==> config.mk <==
export PLATFORM = sky130hd
export DESIGN_NAME = log_shifter
export DESIGN_NICKNAME = d
export VERILOG_FILES = /design/src/rtl/shf_pkg.sv /design/src/rtl/shf_decode.sv /design/src/rtl/shf_stage.sv /design/src/rtl/log_shifter.sv
export SDC_FILE = /design/constraint.sdc
export NUM_CORES = 1
export LEC_CHECK = 0
export BUFFER_PORTS_ARGS = -buffer_cell sky130_fd_sc_hd__buf_2
export CAP_MARGIN = 5
export CORE_MARGIN = 10
export CORE_UTILIZATION = 36
export DETAILED_ROUTE_END_ITERATION = 8
export SLEW_MARGIN = 15
export SYNTH_ARGS = -nofsm -noshare
export SYNTH_HDL_FRONTEND = slang
export SYNTH_SLANG_ARGS = --single-unit
==> constraint.sdc <==
create_clock -name vclk -period 2.8
set_clock_uncertainty 0.15 [all_clocks]
set_input_delay 0.28 -clock vclk [all_inputs]
set_output_delay 0.28 -clock vclk [all_outputs]
set_load 0.02 [all_outputs]
==> src/rtl/shf_pkg.sv <==
package shf_pkg;
  // operation codes seen at the mode port
  typedef enum logic [1:0] {
    OP_SLL = 2'b00,
    OP_SRL = 2'b01,
    OP_SRA = 2'b10,
    OP_ROT = 2'b11
  } shf_op_e;

  // source for positions vacated by a stage
  typedef enum logic [1:0] {
    FILL_ZERO = 2'b00,
    FILL_SIGN = 2'b01,
    FILL_WRAP = 2'b10
  } shf_fill_e;
endpackage

==> src/rtl/shf_decode.sv <==
module shf_decode
  import shf_pkg::*;
(
  input  logic [1:0] mode,
  input  logic       rot_left,
  output logic       go_left,
  output shf_fill_e  fill
);
  always_comb begin
    go_left = 1'b0;
    fill    = FILL_ZERO;
    unique case (shf_op_e'(mode))
      OP_SLL: begin go_left = 1'b1;     fill = FILL_ZERO; end
      OP_SRL: begin go_left = 1'b0;     fill = FILL_ZERO; end
      OP_SRA: begin go_left = 1'b0;     fill = FILL_SIGN; end
      OP_ROT: begin go_left = rot_left; fill = FILL_WRAP; end
      default: begin go_left = 1'b0;    fill = FILL_ZERO; end
    endcase
  end
endmodule

==> src/rtl/shf_stage.sv <==
module shf_stage
  import shf_pkg::*;
#(
  parameter int W    = 32,
  parameter int DIST = 1
) (
  input  logic [W-1:0] din,
  input  logic         step,
  input  logic         go_left,
  input  shf_fill_e    fill,
  output logic [W-1:0] dout
);
  logic [W-1:0] left_val;
  logic [W-1:0] right_val;
  logic         wrap;
  logic         sign_fill;

  assign wrap      = (fill == FILL_WRAP);
  assign sign_fill = (fill == FILL_SIGN) & din[W-1];

  for (genvar i = 0; i < W; i++) begin : g_bit
    // move toward MSB: bit i comes from i-DIST
    if (i >= DIST) begin : g_l_in
      assign left_val[i] = din[i-DIST];
    end else begin : g_l_fill
      assign left_val[i] = wrap & din[W-DIST+i];
    end
    // move toward LSB: bit i comes from i+DIST
    if (i + DIST < W) begin : g_r_in
      assign right_val[i] = din[i+DIST];
    end else begin : g_r_fill
      assign right_val[i] = wrap ? din[i+DIST-W] : sign_fill;
    end
  end

  always_comb begin
    if (!step)        dout = din;
    else if (go_left) dout = left_val;
    else              dout = right_val;
  end
endmodule

==> src/rtl/log_shifter.sv <==
module log_shifter
  import shf_pkg::*;
#(
  parameter int W  = 32,
  parameter int AW = $clog2(W)
) (
  input  logic [W-1:0]  din,
  input  logic [AW-1:0] amount,
  input  logic [1:0]    mode,
  input  logic          rot_left,
  input  logic          en,
  output logic [W-1:0]  dout
);
  localparam int NSTG = AW;

  logic         go_left;
  shf_fill_e    fill;
  logic [W-1:0] lvl [0:NSTG];

  shf_decode u_dec (
    .mode     (mode),
    .rot_left (rot_left),
    .go_left  (go_left),
    .fill     (fill)
  );

  assign lvl[0] = din;

  for (genvar k = 0; k < NSTG; k++) begin : g_stage
    shf_stage #(.W(W), .DIST(1 << k)) u_stg (
      .din     (lvl[k]),
      .step    (amount[k]),
      .go_left (go_left),
      .fill    (fill),
      .dout    (lvl[k+1])
    );
  end

  assign dout = en ? lvl[NSTG] : '0;

  // port-level properties of the shifter
  always_comb begin
    if (en === 1'b0)
      assert_zero_when_off_R1: assert (dout == '0);
    if (en === 1'b1 && amount == '0)
      assert_pass_at_zero_R2: assert (dout == din);
    if (en === 1'b1 && mode == OP_SLL && amount != '0)
      assert_lsb_cleared_R3: assert (dout[0] == 1'b0);
    if (en === 1'b1 && mode == OP_SRL && amount != '0)
      assert_msb_cleared_R4: assert (dout[W-1] == 1'b0);
    if (en === 1'b1 && mode == OP_SRA)
      assert_sign_kept_R5: assert (dout[W-1] == din[W-1]);
    if (en === 1'b1 && mode == OP_ROT)
      assert_bits_conserved_R6: assert ($countones(dout) == $countones(din));
  end
endmodule

==> qor.tcl <==
set qor(run_status) {complete, but fails checks}
set qor(violations) {setup timing}
set qor(dieArea_mm2) 0.01905
set qor(post_synth_and_or_nand_nor_area_fraction_pct) 29.12
set qor(critical_path_peak_fanout) 5
set qor(timing.critical_path.required_ps) 2370
set qor(start_util_pct) 36.40
set qor(whs_ps) 876.0
set qor(synthMuxAreaShare_pct) 20.04
set qor(num_antenna_cells) 0
set qor(grt_start_max_net_pins) 73
set qor(max_cap_viol_count) 0
set qor(synth_top_family_by_area) {compound AO/OA/AOI/OAI gates}
set qor(syn_to_final_growth_pct) 70.48
set qor(switching_share_pct) 52.84
set qor(worst_hold_check_path_type) {input port to output port}
set qor(combPwrFrac_pct) 100.0
set qor(route.vias.total) 7660
set qor(multi_input_area_mm2) 0.005592
set qor(worst_slew_pin_slew_ps) 769.2
set qor(drt-pass1-iter-count) 6
set qor(clock_power_share_pct) 0
set qor(worst_ep_arrival_time_ps) 2970
set qor(power_switching_mw) 1.263
set qor(fp.dieH_um) 138.0
set qor(synth.distinct_cells) 81
set qor(hold_viol_final) 0
set qor(synthXorXnorAreaFrac_pct) 0
set qor(worst-setup-path-type) {input port to output port}
set qor(fill_cells) 1217
set qor(rows) 43
set qor(dp_cells) 1130
set qor(buffer_ports.inserted) 73
set qor(syn-cell-area_mm2) 0.005014
set qor(timing.final.max_slew_violations) 0
set qor(sequential_cell_total) 0
set qor(vdd.ir_drop.worst_v) 0.0001021
set qor(startpoint_type) {input port}
set qor(cp-end-kind) {output port}
set qor(rsz_0062_raised_after_global_routing) {true}
set qor(drive_gt1_share_pct) 51.31
set qor(sequentialPowerShare_pct) 0
set qor(finalWeightedCongestion) 0.9475
set qor(hold_path_depth) 4
set qor(final_wirelength_um) 26110
set qor(synth-compound-area-share_pct) 40.85
set qor(powerDensity_mw_per_mm2) 279.7
set qor(synth.yosys.warnings) 0
set qor(synth_area_per_cell_um2) 6.597
set qor(detailedPlace.worstSlack_ps) -789.7
set qor(min-delay-start) {en}
set qor(max_freq_mhz) 294.4
set qor(synth-seq-area-share_pct) 0
set qor(synth.net_count) 803
set qor(hpwl_um) 18680
set qor(regArea_um2) 0
set qor(drtAntennaViolNets) 0
set qor(report.final.setup_viol) 32
set qor(io_pins) 73
set qor(post_route_fraction_of_the_period_consumed_by_the_critical_path_pct) 121.3
set qor(fp.coreArea_mm2) 0.01377
set qor(power.internal_mw) 1.128
set qor(power_leakage_nw) 3.566
set qor(n_clock_buffer) 0
set qor(period_minus_slack_ps) 3397
set qor(gr-usage-all-layers_pct) 24.33
set qor(fin_ws_ps) -596.9
set qor(fp.dieW_um) 138.0
set qor(yosys.area_share.adder_pct) 0.4991
set qor(first_global_vias) 7079
set qor(postSynthCellCount) 760
set qor(residual_drc) 0
set qor(finish.utilization_pct) 62.05
set qor(final_cell_mix) {198 x sky130_fd_sc_hd__buf_4, 81 x sky130_fd_sc_hd__nor2_1, 74 x sky130_fd_sc_hd__nand2_1}
set qor(whs_endpoint) {dout[29]}
set qor(cts_hold_buf) 0
set qor(final_global_route_overflow_total) 0
set qor(routedWlPerCell_um) 22.28
set qor(finish.cell_count_without_fillers) 1172
set qor(drt_iter0_drcs) 1094
set qor(wire_length_of_the_first_global_routing_pass_um) 39700
set qor(vias_per_instance) 6.536
set qor(headroom_to_the_max_slew_limit_pct) 48.53
set qor(layout_commonest_cell) {sky130_fd_sc_hd__buf_4}
set qor(finalNetCount) 1037
set qor(antenna_found_initial) 0
-- stage by stage --
stage	area [um2]	power [mW]	setup TNS [ps]
final	8547	2.391	-16070
after global routing	8547	2.508	-18650
after CTS	8085	2.169	-14250
after detailed placement	7203	1.864	-22220
after global placement	7203	1.858	-21170
after floorplan	5456	1.159	-2989
-- cells by family (layout without fill, tap and decap cells) --
logic type               Yosys count  after routing
AND/OR/NAND/NOR                  304            304
multiplexers                      84             87
AO/OA/AOI/OAI                    275            275
adder cells (fa/ha/maj)            2              2
buffers and inverters             95            324
-- worst max-delay path: stages --
cell and delay (ps):
sky130_fd_sc_hd__buf_12 120, sky130_fd_sc_hd__inv_16 40, sky130_fd_sc_hd__ha_4 200, sky130_fd_sc_hd__mux2i_4 220
sky130_fd_sc_hd__buf_4 150, sky130_fd_sc_hd__buf_6 110, sky130_fd_sc_hd__mux2_4 300, sky130_fd_sc_hd__mux4_2 550
sky130_fd_sc_hd__buf_6 180, sky130_fd_sc_hd__o22ai_4 180, sky130_fd_sc_hd__nand2_1 80, sky130_fd_sc_hd__a21o_1 190
sky130_fd_sc_hd__o211a_1 200, sky130_fd_sc_hd__buf_2 150
-- layout make-up --
class / instances / share of cell area (%)
inverters: 16 / 0.8930
multi-input cells: 668 / 65.42
well taps: 180 / 2.635
repair buffers: 308 / 31.05
-- layer usage --
metal,share of wire [%],wire length (um),track usage (%),up-vias
li1,-,-,-,3398
met4,4.4,1141,10.49,0
met1,40,10320,31.86,3598
met3,9.3,2440,3.630,112
met5,0,0,0,-
met2,47,12210,38.60,552
-- power groups by stage --
stage                     clock, mW  combinational [mW]  sequential, mW
after floorplan                   0                1.16               0
final                             0                2.39               0
after global routing              0                2.51               0
after detailed placement          0                1.86               0
after global placement            0                1.86               0
after CTS                         0                2.17               0
-- Yosys cell counts (4+ instances only) --
| cell type | count | area (um2) |
|---|---|---|
| sky130_fd_sc_hd__o21a_1 | 5 | 37.54 |
| sky130_fd_sc_hd__nand2b_1 | 8 | 50.05 |
| sky130_fd_sc_hd__o2111ai_1 | 4 | 35.03 |
| sky130_fd_sc_hd__and3_1 | 5 | 31.28 |
| sky130_fd_sc_hd__o2bb2ai_1 | 5 | 43.79 |
| sky130_fd_sc_hd__nor3b_1 | 11 | 82.58 |
| sky130_fd_sc_hd__a221oi_1 | 8 | 70.07 |
| sky130_fd_sc_hd__a22oi_1 | 5 | 37.54 |
| sky130_fd_sc_hd__nor3_1 | 20 | 100.1 |
| sky130_fd_sc_hd__a22o_1 | 5 | 43.79 |
| sky130_fd_sc_hd__a311oi_1 | 6 | 52.55 |
| sky130_fd_sc_hd__o22ai_1 | 10 | 62.56 |
| sky130_fd_sc_hd__o221ai_1 | 6 | 52.55 |
| sky130_fd_sc_hd__a211oi_1 | 24 | 180.2 |
| sky130_fd_sc_hd__a211oi_2 | 4 | 50.05 |
| sky130_fd_sc_hd__nand3b_1 | 18 | 135.1 |
| sky130_fd_sc_hd__o311ai_0 | 4 | 35.03 |
| sky130_fd_sc_hd__and2_1 | 11 | 68.82 |
| sky130_fd_sc_hd__nand4_1 | 4 | 25.02 |
| sky130_fd_sc_hd__a21oi_1 | 48 | 240.2 |
| sky130_fd_sc_hd__a211o_1 | 12 | 105.1 |
| sky130_fd_sc_hd__inv_1 | 14 | 52.55 |
| sky130_fd_sc_hd__mux2_2 | 17 | 191.4 |
| sky130_fd_sc_hd__o211a_1 | 6 | 60.06 |
| sky130_fd_sc_hd__buf_2 | 28 | 140.1 |
| sky130_fd_sc_hd__o21ai_0 | 48 | 240.2 |
| sky130_fd_sc_hd__mux4_2 | 10 | 225.2 |
| sky130_fd_sc_hd__clkbuf_1 | 36 | 135.1 |
| sky130_fd_sc_hd__a21o_1 | 7 | 52.55 |
| sky130_fd_sc_hd__buf_6 | 7 | 78.83 |
| sky130_fd_sc_hd__a31oi_1 | 8 | 50.05 |
| sky130_fd_sc_hd__mux2i_1 | 55 | 550.5 |
| sky130_fd_sc_hd__nand2_1 | 84 | 315.3 |
| sky130_fd_sc_hd__nor2_1 | 91 | 341.6 |
| sky130_fd_sc_hd__buf_4 | 4 | 30.03 |
| sky130_fd_sc_hd__a311o_1 | 7 | 70.07 |
| sky130_fd_sc_hd__o211ai_1 | 8 | 60.06 |
| sky130_fd_sc_hd__nand3_1 | 25 | 125.1 |
| sky130_fd_sc_hd__nor2b_1 | 15 | 93.84 |
-- timing repair --
item	in CTS	in global routing
gates resized for setup	159	76
pin swaps	62	52
buffers inserted	29	18
endpoints found under the setup margin	32	32
gates cloned	3	1
-- how the worst max path moves through the flow --
stage               slack [ps]  startpoint        to
floorplan                 -200     mode[0]  dout[20]
global placement          -780     mode[0]  dout[24]
detailed placement        -790     mode[0]  dout[24]
CTS                       -550     mode[0]  dout[23]
global route              -660     mode[0]   dout[3]
finish                    -600     mode[0]  dout[25]
(Power assumes the default switching activity.)
